$ cat src/rtl/dmc_pkg.sv
package dmc_pkg;
  typedef enum logic {ST_IDLE, ST_FILL} dmc_state_e;
endpackage

$ cat src/rtl/dmc_addr_split.sv
module dmc_addr_split #(
  parameter int ADDR_W = 5,
  parameter int IDX_W  = 2,
  parameter int OFF_W  = 1,
  localparam int TAG_W = ADDR_W - IDX_W - OFF_W
) (
  input  logic [ADDR_W-1:0] addr,
  output logic [TAG_W-1:0]  tag,
  output logic [IDX_W-1:0]  idx,
  output logic [OFF_W-1:0]  off
);
  assign off = addr[OFF_W-1:0];
  assign idx = addr[OFF_W +: IDX_W];
  assign tag = addr[ADDR_W-1 -: TAG_W];
endmodule

$ cat src/rtl/dmc_line_store.sv
module dmc_line_store #(
  parameter int IDX_W = 2,
  parameter int TAG_W = 2,
  parameter int BLK_W = 16,
  localparam int LINES = 1 << IDX_W
) (
  input  logic             clk,
  input  logic             rst_n,
  input  logic [IDX_W-1:0] lk_idx,
  input  logic [TAG_W-1:0] lk_tag,
  output logic             lk_hit,
  output logic [BLK_W-1:0] lk_block,
  input  logic             fill_we,
  input  logic [IDX_W-1:0] fill_idx,
  input  logic [TAG_W-1:0] fill_tag,
  input  logic [BLK_W-1:0] fill_block
);
  logic [LINES-1:0] vld_q;
  logic [TAG_W-1:0] tag_q [LINES];
  logic [BLK_W-1:0] blk_q [LINES];

  for (genvar g = 0; g < LINES; g++) begin : g_line
    always_ff @(posedge clk) begin
      if (!rst_n) begin
        vld_q[g] <= 1'b0;
        tag_q[g] <= '0;
        blk_q[g] <= '0;
      end else if (fill_we && fill_idx == IDX_W'(g)) begin
        vld_q[g] <= 1'b1;
        tag_q[g] <= fill_tag;
        blk_q[g] <= fill_block;
      end
    end
  end

  assign lk_hit   = vld_q[lk_idx] && (tag_q[lk_idx] == lk_tag);
  assign lk_block = blk_q[lk_idx];

  // a refilled line is valid and holds the new tag afterwards
  assert_fill_installs_R8: assert property (@(posedge clk) disable iff (!rst_n)
    fill_we |=> (vld_q[$past(fill_idx)] && tag_q[$past(fill_idx)] == $past(fill_tag)));
endmodule

$ cat src/rtl/dmc_ctrl.sv
module dmc_ctrl
  import dmc_pkg::*;
#(
  parameter int IDX_W  = 2,
  parameter int TAG_W  = 2,
  parameter int OFF_W  = 1,
  parameter int DATA_W = 8,
  parameter int CNT_W  = 16,
  localparam int BLK_W = DATA_W << OFF_W,
  localparam int NBYTE = 1 << OFF_W
) (
  input  logic              clk,
  input  logic              rst_n,
  input  logic              req_valid,
  output logic              req_ready,
  input  logic [TAG_W-1:0]  rq_tag,
  input  logic [IDX_W-1:0]  rq_idx,
  input  logic [OFF_W-1:0]  rq_off,
  input  logic              lk_hit,
  input  logic [BLK_W-1:0]  lk_block,
  output logic              fill_we,
  output logic [IDX_W-1:0]  fill_idx,
  output logic [TAG_W-1:0]  fill_tag,
  output logic              rsp_valid,
  output logic [DATA_W-1:0] rsp_data,
  output logic              mem_req_valid,
  output logic [TAG_W+IDX_W-1:0] mem_req_addr,
  input  logic              mem_rsp_valid,
  input  logic [BLK_W-1:0]  mem_rsp_data,
  output logic [CNT_W-1:0]  hit_count,
  output logic [CNT_W-1:0]  miss_count
);
  dmc_state_e       state_q;
  logic [TAG_W-1:0] pend_tag_q;
  logic [IDX_W-1:0] pend_idx_q;
  logic [OFF_W-1:0] pend_off_q;
  logic             accept;

  function automatic logic [DATA_W-1:0] pick_byte(input logic [BLK_W-1:0] blk,
                                                  input logic [OFF_W-1:0] off);
    logic [DATA_W-1:0] r;
    r = '0;
    for (int b = 0; b < NBYTE; b++)
      if (off == OFF_W'(b)) r = blk[b*DATA_W +: DATA_W];
    return r;
  endfunction

  assign req_ready     = (state_q == ST_IDLE);
  assign accept        = req_valid && req_ready;
  assign mem_req_valid = (state_q == ST_FILL);
  assign mem_req_addr  = {pend_tag_q, pend_idx_q};
  assign fill_we       = (state_q == ST_FILL) && mem_rsp_valid;
  assign fill_idx      = pend_idx_q;
  assign fill_tag      = pend_tag_q;

  always_ff @(posedge clk) begin
    if (!rst_n) begin
      state_q    <= ST_IDLE;
      pend_tag_q <= '0;
      pend_idx_q <= '0;
      pend_off_q <= '0;
      rsp_valid  <= 1'b0;
      rsp_data   <= '0;
      hit_count  <= '0;
      miss_count <= '0;
    end else begin
      rsp_valid <= 1'b0;
      case (state_q)
        ST_IDLE: if (accept) begin
          if (lk_hit) begin
            hit_count <= hit_count + 1'b1;
            rsp_valid <= 1'b1;
            rsp_data  <= pick_byte(lk_block, rq_off);
          end else begin
            miss_count <= miss_count + 1'b1;
            pend_tag_q <= rq_tag;
            pend_idx_q <= rq_idx;
            pend_off_q <= rq_off;
            state_q    <= ST_FILL;
          end
        end
        ST_FILL: if (mem_rsp_valid) begin
          rsp_valid <= 1'b1;
          rsp_data  <= pick_byte(mem_rsp_data, pend_off_q);
          state_q   <= ST_IDLE;
        end
        default: state_q <= ST_IDLE;
      endcase
    end
  end

  logic [CNT_W:0] total;
  assign total = {1'b0, hit_count} + {1'b0, miss_count};

  assert_miss_requests_R5: assert property (@(posedge clk) disable iff (!rst_n)
    (accept && !lk_hit) |=> (mem_req_valid && !req_ready));
  assert_refill_steady_R5: assert property (@(posedge clk) disable iff (!rst_n)
    (mem_req_valid && !mem_rsp_valid) |=> (mem_req_valid && $stable(mem_req_addr)));
  assert_hit_responds_R3: assert property (@(posedge clk) disable iff (!rst_n)
    (accept && lk_hit) |=> (rsp_valid && !mem_req_valid));
  assert_refill_responds_R9: assert property (@(posedge clk) disable iff (!rst_n)
    (mem_req_valid && mem_rsp_valid) |=> (rsp_valid && req_ready));
  assert_count_step_R7: assert property (@(posedge clk) disable iff (!rst_n)
    accept |=> (total == $past(total) + 1'b1));
  assert_count_hold_R6: assert property (@(posedge clk) disable iff (!rst_n)
    !accept |=> (total == $past(total)));
endmodule

$ cat src/rtl/dm_read_cache.sv
module dm_read_cache #(
  parameter int ADDR_W = 5,
  parameter int IDX_W  = 2,
  parameter int OFF_W  = 1,
  parameter int DATA_W = 8,
  parameter int CNT_W  = 16,
  localparam int TAG_W = ADDR_W - IDX_W - OFF_W,
  localparam int BLK_W = DATA_W << OFF_W
) (
  input  logic                    clk,
  input  logic                    rst_n,
  input  logic                    req_valid,
  output logic                    req_ready,
  input  logic [ADDR_W-1:0]       req_addr,
  output logic                    rsp_valid,
  output logic [DATA_W-1:0]       rsp_data,
  output logic                    mem_req_valid,
  output logic [ADDR_W-OFF_W-1:0] mem_req_addr,
  input  logic                    mem_rsp_valid,
  input  logic [BLK_W-1:0]        mem_rsp_data,
  output logic [CNT_W-1:0]        hit_count,
  output logic [CNT_W-1:0]        miss_count
);
  logic [TAG_W-1:0] rq_tag, fill_tag;
  logic [IDX_W-1:0] rq_idx, fill_idx;
  logic [OFF_W-1:0] rq_off;
  logic             lk_hit, fill_we;
  logic [BLK_W-1:0] lk_block;

  dmc_addr_split #(.ADDR_W(ADDR_W), .IDX_W(IDX_W), .OFF_W(OFF_W)) u_split (
    .addr(req_addr), .tag(rq_tag), .idx(rq_idx), .off(rq_off));

  dmc_line_store #(.IDX_W(IDX_W), .TAG_W(TAG_W), .BLK_W(BLK_W)) u_store (
    .clk(clk), .rst_n(rst_n),
    .lk_idx(rq_idx), .lk_tag(rq_tag), .lk_hit(lk_hit), .lk_block(lk_block),
    .fill_we(fill_we), .fill_idx(fill_idx), .fill_tag(fill_tag),
    .fill_block(mem_rsp_data));

  dmc_ctrl #(.IDX_W(IDX_W), .TAG_W(TAG_W), .OFF_W(OFF_W), .DATA_W(DATA_W),
             .CNT_W(CNT_W)) u_ctrl (
    .clk(clk), .rst_n(rst_n),
    .req_valid(req_valid), .req_ready(req_ready),
    .rq_tag(rq_tag), .rq_idx(rq_idx), .rq_off(rq_off),
    .lk_hit(lk_hit), .lk_block(lk_block),
    .fill_we(fill_we), .fill_idx(fill_idx), .fill_tag(fill_tag),
    .rsp_valid(rsp_valid), .rsp_data(rsp_data),
    .mem_req_valid(mem_req_valid), .mem_req_addr(mem_req_addr),
    .mem_rsp_valid(mem_rsp_valid), .mem_rsp_data(mem_rsp_data),
    .hit_count(hit_count), .miss_count(miss_count));

  // nothing is pending or returned straight after reset
  assert_reset_quiet_R1: assert property (@(posedge clk)
    $past(!rst_n) |-> (!rsp_valid && !mem_req_valid && req_ready));
endmodule

$ cat config.mk
export PLATFORM = sky130hd
export DESIGN_NAME = dm_read_cache
export DESIGN_NICKNAME = d
export VERILOG_FILES = /design/src/rtl/dmc_pkg.sv /design/src/rtl/dmc_addr_split.sv /design/src/rtl/dmc_line_store.sv /design/src/rtl/dmc_ctrl.sv /design/src/rtl/dm_read_cache.sv
export SDC_FILE = /design/constraint.sdc
export NUM_CORES = 1
export LEC_CHECK = 0
export BUFFER_PORTS_ARGS = -buffer_cell sky130_fd_sc_hd__buf_2
export CORE_MARGIN = 4
export CORE_UTILIZATION = 30
export CTS_CLUSTER_SIZE = 28
export DETAILED_ROUTE_END_ITERATION = 10
export RECOVER_POWER = 50
export SETUP_SLACK_MARGIN = 0.1
export SLEW_MARGIN = 0
export SYNTH_ARGS = -nofsm -noshare
export SYNTH_HDL_FRONTEND = slang
export SYNTH_SLANG_ARGS = --single-unit
export TNS_END_PERCENT = 5
$ cat constraint.sdc
create_clock -name clk -period 2.6 [get_ports clk]
set_input_delay 0.39 -clock clk [delete_from_list [all_inputs] [get_ports clk]]
set_output_delay 0.39 -clock clk [all_outputs]
set_load 0.02 [all_outputs]
Yosys cells after proc, flatten, opt, wreduce, memory -nomap -nowiden
Memory sizes are Yosys's and may differ from the RTL's.
Index checks and enable logic that the tools add are counted.
W data, S select, Z words.

word-level totals
  flip-flop bits (word level) = 51
  bits in latches = 0
  RAM bits = 72
  memory bits (read-only) = 0
  input port bits = 25
  output and inout port bits = 47
  logic and storage cells = 82
  memories kept = 2

memories
  name           words  bits a word  rd ports  clocked after Yosys merged registers in  wr ports  line                  source
  u_store.blk_q  4      16           1         0                                        4         dmc_line_store.sv:20  logic [BLK_W-1:0] blk_q [LINES];
  u_store.tag_q  4      2            1         0                                        4         dmc_line_store.sv:19  logic [TAG_W-1:0] tag_q [LINES];

cells by class
  add/subtract/negate cells = 2
  multipliers = 0
  div/mod/pow operators = 0
  $lt $le $gt $ge = 1
  equality and inequality tests = 7
  shifts and indexed selects = 0
  muxes and demuxes = 37
  bitwise gates (word level) = 10
  reductions and logical operators = 11

operators by type and width
  kind                     count
  $mux W16                 4
  $mux W8                  5
  $add A16 B1 Y16 const B  2
  $mux W1                  20
  $pmux W8 S2              1
  $reduce_and A3 Y1        3
  $mux W2                  4
  $or A1 B1 Y1             8
  $logic_and A1 B1 Y1      7
  $ne A2 B2 Y1 const B     3
  $eq A2 B2 Y1 const B     2
  $pmux W1 S2              2
  $lt A2 B3 Y1 const B     1
  $bmux W1 S2              1
  $eq A2 B1 Y1 const B     1
  $eq A2 B2 Y1             1
  $logic_not A2 Y1         1
  $not A1 Y1               2

Logic depth before layout (Yosys ltp)
Gate-level depths: netlist of run 1.

  depth after elaboration = 6
  depth in mapped cells = 9
  gate-level depth less buffers = 6

Cells and area by module
From an unflattened synthesis of run 1, not the netlist that was laid out.

second synthesis, totals
  cells, all modules = 477
  area total of the unflattened synthesis = 5689.2 sq um

by module, submodules not included
  module          instances  cells an instance  area an instance (sq um)  sequential area each (sq um)
  dmc_line_store  1          203                3395.8                    2242.2
  dmc_ctrl        1          269                2255.9                    940.9
  dmc_addr_split  1          5                  37.5                      0.0

Worst setup path after synthesis of run 1
Ideal clock, no wire load.

  path kind = reg-to-reg
  start point = register u_ctrl.state_q, in the netlist u_ctrl.mem_req_valid
  end point = memory u_store.blk_q[2][0] (enable)
  library setup time = 0.418 ns
  arrival time = 1.991 ns
  required time = 2.182 ns
  path slack = 0.191 ns
  cell stages (with the launch flop) = 3
  path buffers = 0
  clock period less this slack = 2.409 ns
  path through = dfxtp_1 -> nand2_1 -> o21ai_0

RTL lines
  item                    line                  source
  start, declared         dmc_ctrl.sv:33        dmc_state_e state_q;
  start signal, assigned  dmc_ctrl.sv:58        state_q <= ST_IDLE;
  start signal, assigned  dmc_ctrl.sv:79        state_q <= ST_FILL;
  start signal, assigned  dmc_ctrl.sv:85        state_q <= ST_IDLE;
  end, declared           dmc_line_store.sv:20

Final worst setup path of run 1
  start point = memory u_store.tag_q[1][0]
  end point = register u_ctrl.miss_count[12]

between the ends
  word-level cells in the longest chain between the ends = 5

ends and longest elaborated chain
  item                         line                  source
  start, declared              dmc_line_store.sv:19
  $mem_v2 Z4 W2                -
  $eq A2 B2 Y1                 dmc_line_store.sv:36  assign lk_hit = vld_q[lk_idx] && (tag_q[lk_idx] == lk_tag);
  $logic_and A1 B1 Y1          dmc_line_store.sv:36
  $not A1 Y1 (no line)         -
  $reduce_and A3 Y1 (no line)  -
  end signal, assigned         dmc_ctrl.sv:75        miss_count <= miss_count + 1'b1;
  end, declared                dmc_ctrl.sv:31        output logic [CNT_W-1:0] miss_count

Every way passes these cells.
A chain may end at the register's enable or synchronous reset.

==> impl_metrics.ini, run 1 <==
[outcome]
status = completed

[detailed_routing]
vias = 3985
viasPerCell = 4.83
wl_um = 13300
first_pass_iters = 4
ant_nets = 0
drc_errors = 0
wl_per_cell_um = 16.1
drt_iter0_markers = 208

[critical_path]
crit_type = flop to flop
start_kind = flop
cp.required_ns = 2.94
crit_path_max_fanout = 8
rrSetupSlack_ns = 0.49
crit_arrival_ns = 2.45
worstSetupEndpointType = flop

[sta]
tightest_slew_ns = 0.824
hold_violations = 0
holdWs_ns = 0.277
max-slew-margin-rel_pct = 45.1
finalClockSkew_ns = 0.00695
finalCriticalPeriod_ns = 2.11
drv_slew = 0
fmax_mhz = 473
finalCritPeriodShare_pct = 81.2
fin_setup_tns_ns = 0
rsz0062_at_grt = false
setup_viol = 0

[grt]
gr-total-overflow = 0
grt_pass1_vias = 4033
antenna_found_initial = 3
grt_max_degree = 42
met2_usage_pct = 20.4
busiest_layer = met2
grtUsageTotal_pct = 12.8
use_met3_pct = 4.17
met1_usage_pct = 16.4
grt_pass1_wl_um = 21500

[hold_path]
holdCritPathClass = primary input to flop

[cts]
cts_hold_buf = 0
clock_sinks = 123
clk_pin_slew_ns = 0.06
post-cts-setup-buffers = 0
numCtsBuffers = 17
h-tree-depth = 4
clock_latency_ns = 0.41
cts_tree = done
cts_resized = 0
cts-root-buf = clkbuf_16
cts_buffer_depth = 2

[logic_synthesis]
ys_async_sr_fraction_pct = 0
synth_cells = 496
synth-edff-count = 72
yosysUniqueCellTypes = 42
synth_area_per_cell_um2 = 11.5
yosys_register_bits = 123
syn-num-nets = 523
synth-seq-area-share_pct = 55.8
yosys_warnings = 0
synth_area_um2 = 5700
ys.flop_type = edfxtp_1

[die]
start_util_pct = 30.5
die_area_um2 = 21300
num_rows = 50
core-area_um2 = 18700
ioPinCount = 72
die_h_um = 146
die_x_um = 146

[power]
p_leak_uw = 0.00238
powerDensity_nw_per_um2 = 681
ir_drop_mv = 0.381

[layout]
syn2layout_area_growth_pct = 19.7
fin_nets = 604
final_common_cell = edfxtp_1
fillers = 1841
fin_cells = 825
mostFrequentLayoutCells = 72 x edfxtp_1, 52 x clkbuf_1, 51 x dfxtp_1
final_util_pct = 36.5
drive_above_1_share_pct = 15.3
fin_area_um2 = 6830

[place]
placed_cell_area_um2 = 6350
portBuffers = 71
placedCellCount = 792
place_congestion = 0.806
dp_hpwl_um = 9060

[flow_run]
drv_cap = 0
## sequential cells by signal, indices dropped and copies added (netlist names)
| name | cells |
|---|---|
| u_ctrl.miss_count | 16 |
| u_ctrl.fill_idx | 2 |
| u_store.blk_q | 64 |
| u_ctrl.mem_req_valid | 1 |
| u_ctrl.fill_tag | 2 |
| u_ctrl.hit_count | 16 |
| u_ctrl.rsp_data | 8 |
| u_ctrl.rsp_valid | 1 |
| u_store.vld_q | 4 |
| u_store.tag_q | 8 |
| u_ctrl.pend_off_q | 1 |
## layout make-up
class                      instances  area [µm²]  share of cell area, %
sequential                       123        3180                   46.6
multi-input combinational        334        2340                   34.2
clock buffer                      17         425                   6.23
timing repair buffer              90         418                   6.12
tap                              234         293                   4.29
clock inverter                    15         125                   1.83
inverter                          11        41.3                  0.605
antenna                            1        2.50                 0.0367
## cells in the mapped netlist, types with 11 or more instances
cell type  count  share of area (%)
a21oi_1       17                1.5
and2_1        75                8.2
clkbuf_1      16                1.1
dfxtp_1       51                 18
edfxtp_1      72                 38
inv_1         11               0.72
mux2i_1       17                3.0
mux4_2        15                5.9
nand2_1       36                2.4
nand2b_1      19                2.1
nand3_1       21                1.8
nor2_1        27                1.8
o21ai_0       29                2.5
xnor2_1       13                2.0
## worst paths after layout
kind,startpoint,endpoint,cells after the start
max,u_store.tag_q[1][0]$_SDFFCE_PN0P_,u_ctrl.miss_count[12]$_SDFFE_PN0P_,6
min,mem_rsp_valid,u_ctrl.mem_req_valid$_SDFF_PN0_,3
max reg2reg,u_store.tag_q[1][0]$_SDFFCE_PN0P_,u_ctrl.miss_count[12]$_SDFFE_PN0P_,6
min reg2reg,u_store.vld_q[1]$_SDFFE_PN0P_,u_store.vld_q[1]$_SDFFE_PN0P_,1
## cells by family (layout without fill, tap and decap cells)
kind of cell	Yosys count	count (layout)	synth area share, %
AOI/OAI and AO/OA	75	75	8.58
xor gates and xnor gates	22	22	3.38
adders and majority gates	2	2	0.439
buffers and inverters	39	133	3.18
DFF	123	123	55.8
muxes	33	33	9.37
other	0	1	0
and+or+nand+nor	202	202	19.2
## through the flow
step	worst slack [ns]	power, µW
floorplan	0.191	2400
global placement	0.361	2520
detailed placement	0.233	2530
CTS	0.495	4710
global route	0.276	4840
finish	0.488	4650
## where the power goes
part / internal (µW) / total, µW / switching, µW
registers: 2130 / 2160 / 36.4
logic: 116 / 313 / 197
clock network: 1310 / 2170 / 866
total: 3550 / 4650 / 1100
## metal layers
layer  routed length (µm)  share of wire (%)
met4                  149                1.1
met3                  804                6.1
met1                 6090                 46
met5                   22               0.17
met2                 6220                 47
## critical path: stages (launching register included)
cell       delay [ns]
edfxtp_1         0.36
mux2i_1          0.18
xor2_1           0.11
a21oi_1          0.50
o2111ai_1        0.35
or3_1            0.40
a21oi_1          0.14
(Power assumes the default switching activity.)
==> inputs of run 2 (changes only) <==
--- a/config.mk
+++ b/config.mk
@@ -5,6 +5,7 @@
 export SDC_FILE = /design/constraint.sdc
 export NUM_CORES = 1
 export LEC_CHECK = 0
+export ABC_AREA = 1
 export BUFFER_PORTS_ARGS = -buffer_cell sky130_fd_sc_hd__buf_2
 export CORE_MARGIN = 4
 export CORE_UTILIZATION = 30
==> constraint.sdc (replaced) <==
create_clock -name clk -period 2.05 [get_ports clk]
set_input_delay 0.3075 -clock clk [delete_from_list [all_inputs] [get_ports clk]]
set_output_delay 0.3075 -clock clk [all_outputs]
set_load 0.02 [all_outputs]
==> impl_metrics.ini, run 2 <==
[critical_path]
worstReg2RegStart = u_store.tag_q[3][0]$_SDFFCE_PN0P_
start_kind = flop
crit_type = flop to flop
critical_path.top_delay_family = compound AO/OA/AOI/OAI gates
max_stage_delay_ns = 0.48
path_cells = nand2_1, nand3_1, nand2_1, nand2_1, nand2_1, inv_2, a21oi_1, buf_12, nand2_1, a21oi_1
worstSetupEndpointType = flop
crit_path_max_fanout = 19
startpoint = u_store.tag_q[3][0]$_SDFFCE_PN0P_
cp.required_ns = 2.39
cp_num_buf_inv = 2
path_common_cell = nand2_1
slowest_stage = a21oi_1
crit_arrival_ns = 2.14

[outcome]
status = completed

[die]
num_rows = 50
die_area_um2 = 21800
die_x_um = 148
ioPinCount = 72
core-area_um2 = 19000
die_h_um = 148
start_util_pct = 30.8

[sta]
setup_viol = 0
finalCritPeriodShare_pct = 88.0
rsz0062_at_grt = false
drv_slew = 0
fin_setup_tns_ns = 0
fmax_mhz = 555
hold_violations = 0
max-slew-margin-rel_pct = 61.1
finalClockSkew_ns = 0.00868
tightest_slew_ns = 0.584
finalCriticalPeriod_ns = 1.80
holdWs_ns = 0.200
setup_ws_ns = 0.247

[logic_synthesis]
ys.flop_type = edfxtp_1
synth_area_um2 = 5840
synth-edff-count = 72
synth_common_cells = 201 x nand2_1, 124 x nor2_1, 72 x edfxtp_1
yosysUniqueCellTypes = 28
synth_top_area_share_pct = 37.0
synth_area_leaders = edfxtp_1 37%, dfxtp_1 17%, nand2_1 13%, nor2_1 8.0%, nand3_1 5.4%
yosys_register_bits = 123
synth-seq-area-share_pct = 54.5
yosys_warnings = 0
ys_async_sr_fraction_pct = 0
synth_area_per_cell_um2 = 8.17
synth_cells = 715
synth.most_common_cell = nand2_1
synth.largest_area_cell = edfxtp_1
syn-num-nets = 742

[layout]
final_common_cell = nand2_1
fin_area_um2 = 7130
mostFrequentLayoutCells = 201 x nand2_1, 123 x nor2_1, 72 x edfxtp_1
fin_cells = 1068
largest_register_ffs = 64
top_regs = u_store.blk_q: 64 flops, u_ctrl.hit_count: 16 flops, u_ctrl.miss_count: 16 flops
drive_above_1_share_pct = 11.3
top_register = u_store.blk_q
syn2layout_area_growth_pct = 22.0
fin_nets = 822
antenna_cells = 0

[place]
place_congestion = 0.816
dp_hpwl_um = 10300
placedCellCount = 1036
placed_cell_area_um2 = 6600
pre_cts_ws_ns = 0.134
portBuffers = 71

[flow_run]
drv_cap = 0

[power]
intPower_uw = 4790
powerDensity_nw_per_um2 = 891
switching_share_pct = 24.5
p_leak_uw = 0.00285
power_frac_seq_pct = 43.5
power_frac_clock_pct = 47.6
ir_drop_mv = 0.522
switching_power_uw = 1550
comb_power_share_pct = 8.9

[detailed_routing]
wl_per_cell_um = 14.6
wl_um = 15600
ant_nets = 0
first_pass_iters = 5
viasPerCell = 4.56
drt_iter0_markers = 417
vias = 4875
drc_errors = 0

[hold_path]
worstHoldStart = mem_rsp_valid
holdCritPathClass = primary input to flop

[cts]
post-cts-setup-buffers = 0
cts_tree = done
h-tree-depth = 4
cts_buffer_depth = 2
numCtsBuffers = 17
clk_pin_slew_ns = 0.06
clock_latency_ns = 0.42
clock_sinks = 123
cts-root-buf = clkbuf_16

[grt]
grt_pass1_wl_um = 24800
gr-total-overflow = 0
antenna_found_initial = 0
grtUsageTotal_pct = 14.6
grt_max_degree = 33
grt_pass1_vias = 4622
run 2: power groups by stage:
stage / clock network, µW / registers, µW / logic [µW]
3_3_place_gp: 0 / 2810 / 576
3_5_place_dp: 0 / 2810 / 580
5_1_grt: 3160 / 2770 / 631
2_1_floorplan: 0 / 2830 / 326
4_1_cts: 3060 / 2760 / 582
6_report: 3020 / 2760 / 562
run 2: tightest hold or removal path, cell delays in order:
cell    delay [ns]
buf_2         0.09
nor2_1        0.04
nor2_1        0.09
nor2_1        0.04
run 2: final timing paths:
| kind | endpoint | slack [ns] | cells after the start |
|---|---|---|---|
| setup / recovery | u_ctrl.miss_count[12]$_SDFFE_PN0P_ | 0.25 | 10 |
| hold / removal | u_ctrl.mem_req_valid$_SDFF_PN0_ | 0.20 | 4 |
| setup reg to reg | u_ctrl.miss_count[12]$_SDFFE_PN0P_ | 0.25 | 10 |
| hold reg to reg | u_store.vld_q[0]$_SDFFE_PN0P_ | 0.46 | 2 |
run 2: metal layers:
| layer | vias to the layer above | GRT usage (%) | part of all wire, % | wire (µm) |
|---|---|---|---|---|
| met1 | 2247 | 18.9 | 45 | 7040 |
| met4 | 0 | 5.03 | 1.2 | 181 |
| met2 | 120 | 24.0 | 48 | 7550 |
| li1 | 2496 | - | - | - |
| met5 | - | 0 | 0 | 0 |
| met3 | 12 | 3.25 | 5.4 | 851 |
run 2: logic make-up (layout without fill, tap and decap cells):
group / count (synthesis) / count (layout) / share of synthesized area [%]
buf+inv: 79 / 172 / 5.48
compound gates: 67 / 67 / 6.02
fa+ha+maj: 2 / 2 / 0.428
flops: 123 / 123 / 54.5
simple gates: 416 / 416 / 29.4
xor+xnor: 28 / 28 / 4.20
run 2: final cells by class:
| class | count | area (µm²) |
|---|---|---|
| Fill cell | 1912 | 11800 |
| Multi-Input combinational cell | 513 | 2330 |
| Clock buffer | 17 | 425 |
| Clock inverter | 15 | 175 |
| Timing Repair Buffer | 95 | 518 |
| Inverter | 45 | 169 |
| Tap cell | 260 | 325 |
| Sequential cell | 123 | 3180 |
run 2: timing repair:
| item | CTS | global route |
|---|---|---|
| setup endpoints to repair | 0 | 1 |
| resized for setup | 0 | 1 |
| hold buffers | 0 | 0 |
run 2: through the flow:
stage               total power (µW)  utilization, %
finish                          6350            37.6
global route                    6560            37.6
CTS                             6400            38.0
detailed placement              3390            34.8
global placement                3390            34.8
floorplan                       3160               -
